$ cat config.mk
export PLATFORM = sky130hd
export DESIGN_NAME = ecs_serializer
export DESIGN_NICKNAME = d
export VERILOG_FILES = /design/src/rtl/ecs_pkg.sv /design/src/rtl/ecs_word_capture.sv /design/src/rtl/ecs_frame_shifter.sv /design/src/rtl/ecs_serializer.sv
export SDC_FILE = /design/constraint.sdc
export NUM_CORES = 1
export LEC_CHECK = 0
export CAP_MARGIN = 20
export CORE_MARGIN = 2
export CORE_UTILIZATION = 47
export DETAILED_ROUTE_END_ITERATION = 12
export PLACE_DENSITY = 0.73
export SETUP_SLACK_MARGIN = 0.5
export SYNTH_ARGS = -nofsm -noshare
export SYNTH_HDL_FRONTEND = slang
export SYNTH_HIERARCHICAL = 1
export SYNTH_SLANG_ARGS = --single-unit
$ cat constraint.sdc
create_clock -name clk -period 1.3 [get_ports clk]
set_clock_uncertainty 0.05 [all_clocks]
set_input_delay 0.26 -clock clk [delete_from_list [all_inputs] [get_ports clk]]
set_output_delay 0.26 -clock clk [all_outputs]
set_load 0.05 [all_outputs]
$ cat src/rtl/ecs_pkg.sv
package ecs_pkg;
  typedef enum logic {
    EDGE_RISE = 1'b0,
    EDGE_FALL = 1'b1
  } edge_sel_e;
endpackage

$ cat src/rtl/ecs_word_capture.sv
module ecs_word_capture #(
  parameter int DATA_W      = 10,
  parameter int SYNC_STAGES = 2
) (
  input  logic              clk,
  input  logic              rst,
  input  logic              pdn,
  input  logic              word_clk,
  input  logic              edge_sel,
  input  logic [DATA_W-1:0] din,
  output logic [DATA_W-1:0] hold
);
  import ecs_pkg::*;

  logic [SYNC_STAGES:0] sync_q;
  logic                 cur_lvl, prev_lvl, take;

  // synchronizer chain plus one history stage
  always_ff @(posedge clk) begin
    if (rst) sync_q <= '0;
    else     sync_q <= {sync_q[SYNC_STAGES-1:0], word_clk};
  end

  assign cur_lvl  = sync_q[SYNC_STAGES-1];
  assign prev_lvl = sync_q[SYNC_STAGES];

  always_comb begin
    if (edge_sel_e'(edge_sel) == EDGE_FALL) take = prev_lvl & ~cur_lvl;
    else                                    take = cur_lvl & ~prev_lvl;
  end

  always_ff @(posedge clk) begin
    if (rst)              hold <= '0;
    else if (take && !pdn) hold <= din;
  end

  assert_hold_frozen_R9: assert property (@(posedge clk) disable iff (rst)
    pdn |=> $stable(hold));
endmodule

$ cat src/rtl/ecs_frame_shifter.sv
module ecs_frame_shifter #(
  parameter int DATA_W = 10
) (
  input  logic              clk,
  input  logic              rst,
  input  logic              pdn,
  input  logic              bit_en,
  input  logic              sync_req,
  input  logic [DATA_W-1:0] hold,
  output logic              ser_bit
);
  localparam int FRAME_W = DATA_W + 2;
  localparam int CNT_W   = $clog2(FRAME_W);
  localparam int ONES_W  = FRAME_W / 2;
  localparam logic [CNT_W-1:0] LAST = CNT_W'(FRAME_W - 1);

  function automatic logic [FRAME_W-1:0] train_frame();
    logic [FRAME_W-1:0] f;
    for (int i = 0; i < FRAME_W; i++) f[i] = (i < ONES_W);
    return f;
  endfunction

  localparam logic [FRAME_W-1:0] TRAIN = train_frame();

  logic [FRAME_W-1:0] sr_q;
  logic [CNT_W-1:0]   idx_q;
  logic               run_q;
  logic               boundary;
  logic [FRAME_W-1:0] next_frame;

  assign boundary   = !run_q || (idx_q == LAST);
  assign next_frame = sync_req ? TRAIN : {1'b0, hold, 1'b1};

  always_ff @(posedge clk) begin
    if (rst || pdn) begin
      sr_q  <= '0;
      idx_q <= '0;
      run_q <= 1'b0;
    end else if (bit_en) begin
      if (boundary) begin
        sr_q  <= next_frame;
        idx_q <= '0;
        run_q <= 1'b1;
      end else begin
        sr_q  <= sr_q >> 1;
        idx_q <= idx_q + 1'b1;
      end
    end
  end

  assign ser_bit = sr_q[0];

  assert_start_bit_R2: assert property (@(posedge clk) disable iff (rst)
    (run_q && idx_q == '0) |-> sr_q[0]);
  assert_stop_bit_R3: assert property (@(posedge clk) disable iff (rst)
    (run_q && idx_q == LAST) |-> !sr_q[0]);
  assert_idx_range_R3: assert property (@(posedge clk) disable iff (rst)
    idx_q <= LAST);
  assert_hold_bit_R11: assert property (@(posedge clk) disable iff (rst)
    (!bit_en && !pdn) |=> (pdn || $stable(ser_bit)));
  assert_pdn_quiet_R9: assert property (@(posedge clk) disable iff (rst)
    pdn |=> !ser_bit);
endmodule

$ cat src/rtl/ecs_serializer.sv
module ecs_serializer #(
  parameter int DATA_W      = 10,
  parameter int SYNC_STAGES = 2
) (
  input  logic              clk,
  input  logic              rst,
  input  logic              pdn,
  input  logic              word_clk,
  input  logic              edge_sel,
  input  logic [DATA_W-1:0] din,
  input  logic              sync_req,
  input  logic              bit_en,
  input  logic              out_en,
  output logic              ser_out,
  output logic              ser_oe
);
  logic [DATA_W-1:0] hold;
  logic              oe_q;

  ecs_word_capture #(.DATA_W(DATA_W), .SYNC_STAGES(SYNC_STAGES)) u_capture (
    .clk(clk), .rst(rst), .pdn(pdn), .word_clk(word_clk),
    .edge_sel(edge_sel), .din(din), .hold(hold)
  );

  ecs_frame_shifter #(.DATA_W(DATA_W)) u_shifter (
    .clk(clk), .rst(rst), .pdn(pdn), .bit_en(bit_en),
    .sync_req(sync_req), .hold(hold), .ser_bit(ser_out)
  );

  always_ff @(posedge clk) begin
    if (rst) oe_q <= 1'b0;
    else     oe_q <= out_en & ~pdn;
  end

  assign ser_oe = oe_q;

  assert_oe_off_R9: assert property (@(posedge clk) disable iff (rst)
    pdn |=> !ser_oe);
  assert_oe_on_R8: assert property (@(posedge clk) disable iff (rst)
    (out_en && !pdn) |=> ser_oe);
endmodule

# After elaboration in Yosys (flattened, before gate mapping)
# Cells that the tools add are included.
# word_totals
regBits	31
out_inout_bits	2
wordCells	24
# classes
n_addsub	1
n_eq_ne	1
n_mux	4
bitwise_logic	6
reduce_logical	6
# ops
cell	count
$mux 12	1
$mux 11	1
$add 4x1->4 const B	1
$eq 4x4->1 const B	1
$mux 4	1
$and 1x1->1	3
$not 1->1	3
$logic_not 1->1	2
$logic_or 1x1->1	2
$reduce_and 2->1	1
$logic_and 1x1->1	1
$mux 1	1

# Logic depth before layout (Yosys ltp)
# Gate-level depths: netlist of the first run.
# logic_depth
depth_word	4
ltp_mapped	5

# By module
# Netlist of the first run, hierarchy kept.
# by_module_without_submodules
mod	n_inst	cells_each	area_per_inst_um2	seq_area_each_um2
ecs_frame_shifter	1	87	803.3	320.3
ecs_word_capture	1	52	548.0	260.2
ecs_serializer	1	2	32.5	20.0

# Least setup slack after synthesis of the first run
# Ideal clock, no wire load.
# synth_path
kind	register to register
from	register u_shifter.idx_q[0]
to	register u_shifter.sr_q[9]
setup_time_ps	115
arrival_time_ps	1165
required_ps	1135
setup_slack_ps	-30
path_stages_with_launch	6
cell_sequence	dfxtp_1 > ha_1 > nand3b_4 > buf_6 > a32o_1 > o21a_1
# synth_between
elab_chain_len	3
# synth_lines
item	line	source
start, declared	ecs_frame_shifter.sv:26	logic [CNT_W-1:0] idx_q;
start signal, assigned	ecs_frame_shifter.sv:46	idx_q <= idx_q + 1'b1;
$eq 4x4->1	ecs_frame_shifter.sv:31	assign boundary = !run_q || (idx_q == LAST);
$logic_or 1x1->1	ecs_frame_shifter.sv:31	
$mux 12	ecs_frame_shifter.sv:40	if (boundary) begin
end signal, assigned	ecs_frame_shifter.sv:41	sr_q <= next_frame;
end signal, assigned	ecs_frame_shifter.sv:45	sr_q <= sr_q >> 1;
end, declared	ecs_frame_shifter.sv:25	logic [FRAME_W-1:0] sr_q;
# Every way passes these cells.
# A chain may end at the register's enable or synchronous reset.

# Worst setup path after layout of the first run
# layout_path
from	register u_capture.sync_q[1]
to	register u_capture.hold[5]
# layout_between
elab_chain_len	4
elab_cells_between_ends	5
# layout_lines
item	line	source
start, declared	ecs_word_capture.sv:15	logic [SYNC_STAGES:0] sync_q;
start signal, assigned	ecs_word_capture.sv:21	else sync_q <= {sync_q[SYNC_STAGES-1:0], word_clk};
$not 1->1	ecs_word_capture.sv:28	if (edge_sel_e'(edge_sel) == EDGE_FALL) take = prev_lvl & ~cur_lvl;
$and 1x1->1	ecs_word_capture.sv:28	
$mux 1 *	ecs_word_capture.sv:28	
$logic_and 1x1->1 *	ecs_word_capture.sv:34	else if (take && !pdn) hold <= din;
end signal, assigned	ecs_word_capture.sv:34	
end, declared	ecs_word_capture.sv:11	output logic [DATA_W-1:0] hold
# Every way passes the cells marked *; elsewhere a longest branch is shown, timed or not.

==> results.yml, run 1 <==
run_status:
  outcome: "finished with violations"
  violations: "setup timing"
sta:
  hold_viol_final: 0
  fmax_mhz: 749
  max_slew.worst_pin.slew_ns: 0.430
  finalCriticalPeriod_ns: 1.33
  relSlewSlack_pct: 71.2
  setup_viol: 10
  rsz0062_at_grt: "yes"
  maxSlewViolCount: 0
  hold_ws_ns: 0.380
  fin_crit_sh_pct: 103
  setup_slack_ns: -0.0349
min_path:
  hold_start: "rst"
  holdPathStages: 3
  whs_endpoint: "ser_oe"
  hp-class: "primary input to flip-flop"
clocking:
  cts_max_path_buffers: 2
  cts_tree: "built"
  clk_pin_slew_worst_paths_ns: 0.09
  cts.sinks: 30
  clockRootBuffer: "clkbuf_4"
  clock_latency_ns: 0.33
  ctsHoldBuffers: 0
  htreeDepth: 2
  cts_made_buffers: 5
synth:
  postSynth.asyncResetShare_pct: 0
  syn_inst: 141
  ys_seq_elements: 30
  seq_area_frac_synth_pct: 43.4
  synth_edf_count: 0
  yosys.area.top_type: "dfxtp_1"
  yosys-top-cells-area: "dfxtp_1, nand2b_1, mux2i_1"
  yosysWarnings: 6
  syn_nets: 160
  synth_top_cell_area_share_pct: 43.4
  ys_top_cells_by_count: "dfxtp_1, nand2b_1, a21oi_1, mux2i_1, nand3b_1"
  synth_flop_cell: "dfxtp_1"
  synth.distinct_cells: 32
  avgSynthCellArea_um2: 9.81
  syn_area_um2: 1380
  synth.most_common_cell: "dfxtp_1"
final_layout:
  area_growth_pct: 38.9
  fin_area_um2: 1920
  final_nets: 197
  drive_gt1_share_pct: 31.5
  fin_cells: 209
  fillers: 212
  diodes: 0
setup_path:
  rrSetupSlack_ns: -0.03
  path_class: "flip-flop to flip-flop"
  reg2reg_from: "u_capture/sync_q[1]"
  r2r-end: "u_capture/hold[5]"
  cp-start-kind: "flip-flop"
  rr_worst_depth: 4
  arrival_ns: 1.54
  end_kind: "flip-flop"
  crit_required_ns: 1.51
  crit_fanout: 10
die:
  die_h_um: 58.3
  die_w_um: 58.3
  core_area_um2: 2780
  num_rows: 19
  design.die.area_um2: 3390
  ios: 20
  start_util_pct: 49.8
global_route:
  grt-ovfl-total: 0
  grt_pass1_vias: 1142
  grt_use_met2_pct: 30.3
  grt_max_degree: 24
  grt_usage_pct: 19.7
  grt_first_pass_wirelength_um: 4930
  grt_use_met3_pct: 4.69
  use_met1_pct: 23.9
  antenna_found_initial: 0
  top_usage_layer: "met2"
place:
  dp.final_hpwl_um: 1860
  placed_area_um2: 1710
  placed_cells: 194
  port_buffers: 19
  gp_congestion: 0.764
drt:
  vias_per_cell: 5.50
  drtIter0Drc: 28
  ant_nets: 0
  routed_wl_um: 3020
  drc: 0
  num_vias: 1150
  wl_per_cell_um: 14.5
  first_pass_iters: 4
run:
  maxCapViolCount: 0
power_and_ir_drop:
  power_density_nw_per_um2: 873
  p_leak_nw: 0.797
  ir_worst_vdd_mv: 0.748
  finalPower_mw: 1.68
==> sequential cells by signal, summed over array words and instances (netlist names) <==
register and cells:
u_shifter/run_q 1, u_capture/hold 10, u_capture/sync_q 3, ser_oe 1
u_shifter/sr_q 11, u_shifter/idx_q 4
==> stage by stage <==
stage          utilization [%]  TNS (ns)  setup WS, ns
4_1_cts                   67.2    -0.282       -0.0463
5_1_grt                   69.1    -0.729       -0.0931
6_report                  69.1    -0.174       -0.0349
3_3_place_gp              61.5     -7.30        -0.391
2_1_floorplan                -         0        0.0653
3_5_place_dp              61.5     -7.98        -0.435
==> metal layers <==
layer	vias up	routed length (um)
met1	535	1390
met2	25	1450
met4	0	80
met5	-	0
met3	8	110
li1	582	-
==> worst max-delay path, stage by stage, from the launching register on <==
cell,delay (ns)
dfxtp_2,0.34
or3b_1,0.35
a21oi_2,0.18
buf_12,0.16
mux2i_1,0.18
==> cell type report <==
type	instances	area (um^2)	share of cell area [%]
sequential	30	611	31.8
multi-input combinational	103	826	43.0
tap	31	38.8	2.02
timing repair buffer	37	395	20.6
clock buffer	5	37.5	1.95
clock inverter	2	10.0	0.521
inverter	1	3.75	0.195
==> where the power goes <==
part / leakage, nW / switching, mW / internal, mW
combinational: 0.519 / 0.0937 / 0.124
clock: 0.0308 / 0.313 / 0.194
sequential: 0.247 / 0.0128 / 0.939
==> cells in the final DEF (no fill, tap or decap), drive strengths merged <==
| master | netlist | routed |
|---|---|---|
| mux2i | 10 | 10 |
| clkinv | 0 | 2 |
| nand3 | 2 | 2 |
| or3b | 1 | 1 |
| buf | 7 | 20 |
| nor2 | 4 | 4 |
| o21a | 5 | 5 |
| nand2 | 5 | 5 |
| nand4 | 1 | 1 |
| and2b | 1 | 1 |
| inv | 1 | 1 |
| o21ai | 5 | 5 |
| nand2b | 20 | 20 |
| a31oi | 2 | 2 |
| dlygate4sd2 | 0 | 4 |
| clkbuf | 3 | 5 |
| dfxtp | 30 | 30 |
| a32o | 4 | 4 |
| ha | 1 | 1 |
| nor3b | 1 | 1 |
| clkdlybuf4s50 | 0 | 13 |
| nand3b | 8 | 10 |
| xor2 | 2 | 2 |
| a21o | 5 | 5 |
| o221a | 1 | 1 |
| a32oi | 4 | 4 |
| and2 | 1 | 1 |
| nor2b | 3 | 3 |
| or2 | 1 | 2 |
| nor3 | 2 | 2 |
| a21oi | 11 | 11 |
==> how the worst max path moves through the flow <==
stage,start,end,slack [ns],cells past startpoint
after floorplan,u_capture/sync_q[1],u_capture/hold[0],0.07,4
after global placement,edge_sel,u_capture/hold[3],-0.39,5
after detailed placement,edge_sel,u_capture/hold[1],-0.44,5
after CTS,u_capture/sync_q[1],u_capture/hold[5],-0.05,4
after global routing,u_capture/sync_q[1],u_capture/hold[9],-0.09,4
final,u_capture/sync_q[1],u_capture/hold[5],-0.03,4
==> cells by family (layout without fill, tap and decap cells) <==
family,after synthesis,after routing,synth area share (%)
AND/OR/NAND/NOR,50,53,23.1
AO/OA/AOI/OAI,37,37,18.6
flip-flops,30,30,43.4
buffers and inverters,11,45,5.42
multiplexers,10,10,7.23
XOR/XNOR,2,2,1.27
adder cells (fa/ha/maj),1,1,0.904
==> repair_timing <==
action | 4_1_cts | 5_1_grt
pin swaps | 15 | 6
buffers inserted | 4 | 1
endpoints found under the setup margin | 32 | 28
resized for setup | 19 | 11
gates cloned | 3 | 0
Power figures use the tool's default switching activity.
==> run 2: changes to the inputs <==
- CTS_CLUSTER_DIAMETER: default -> 200
==> results of run 2 <==
No change in the layout: final DEF, timing and power equal those of run 1.
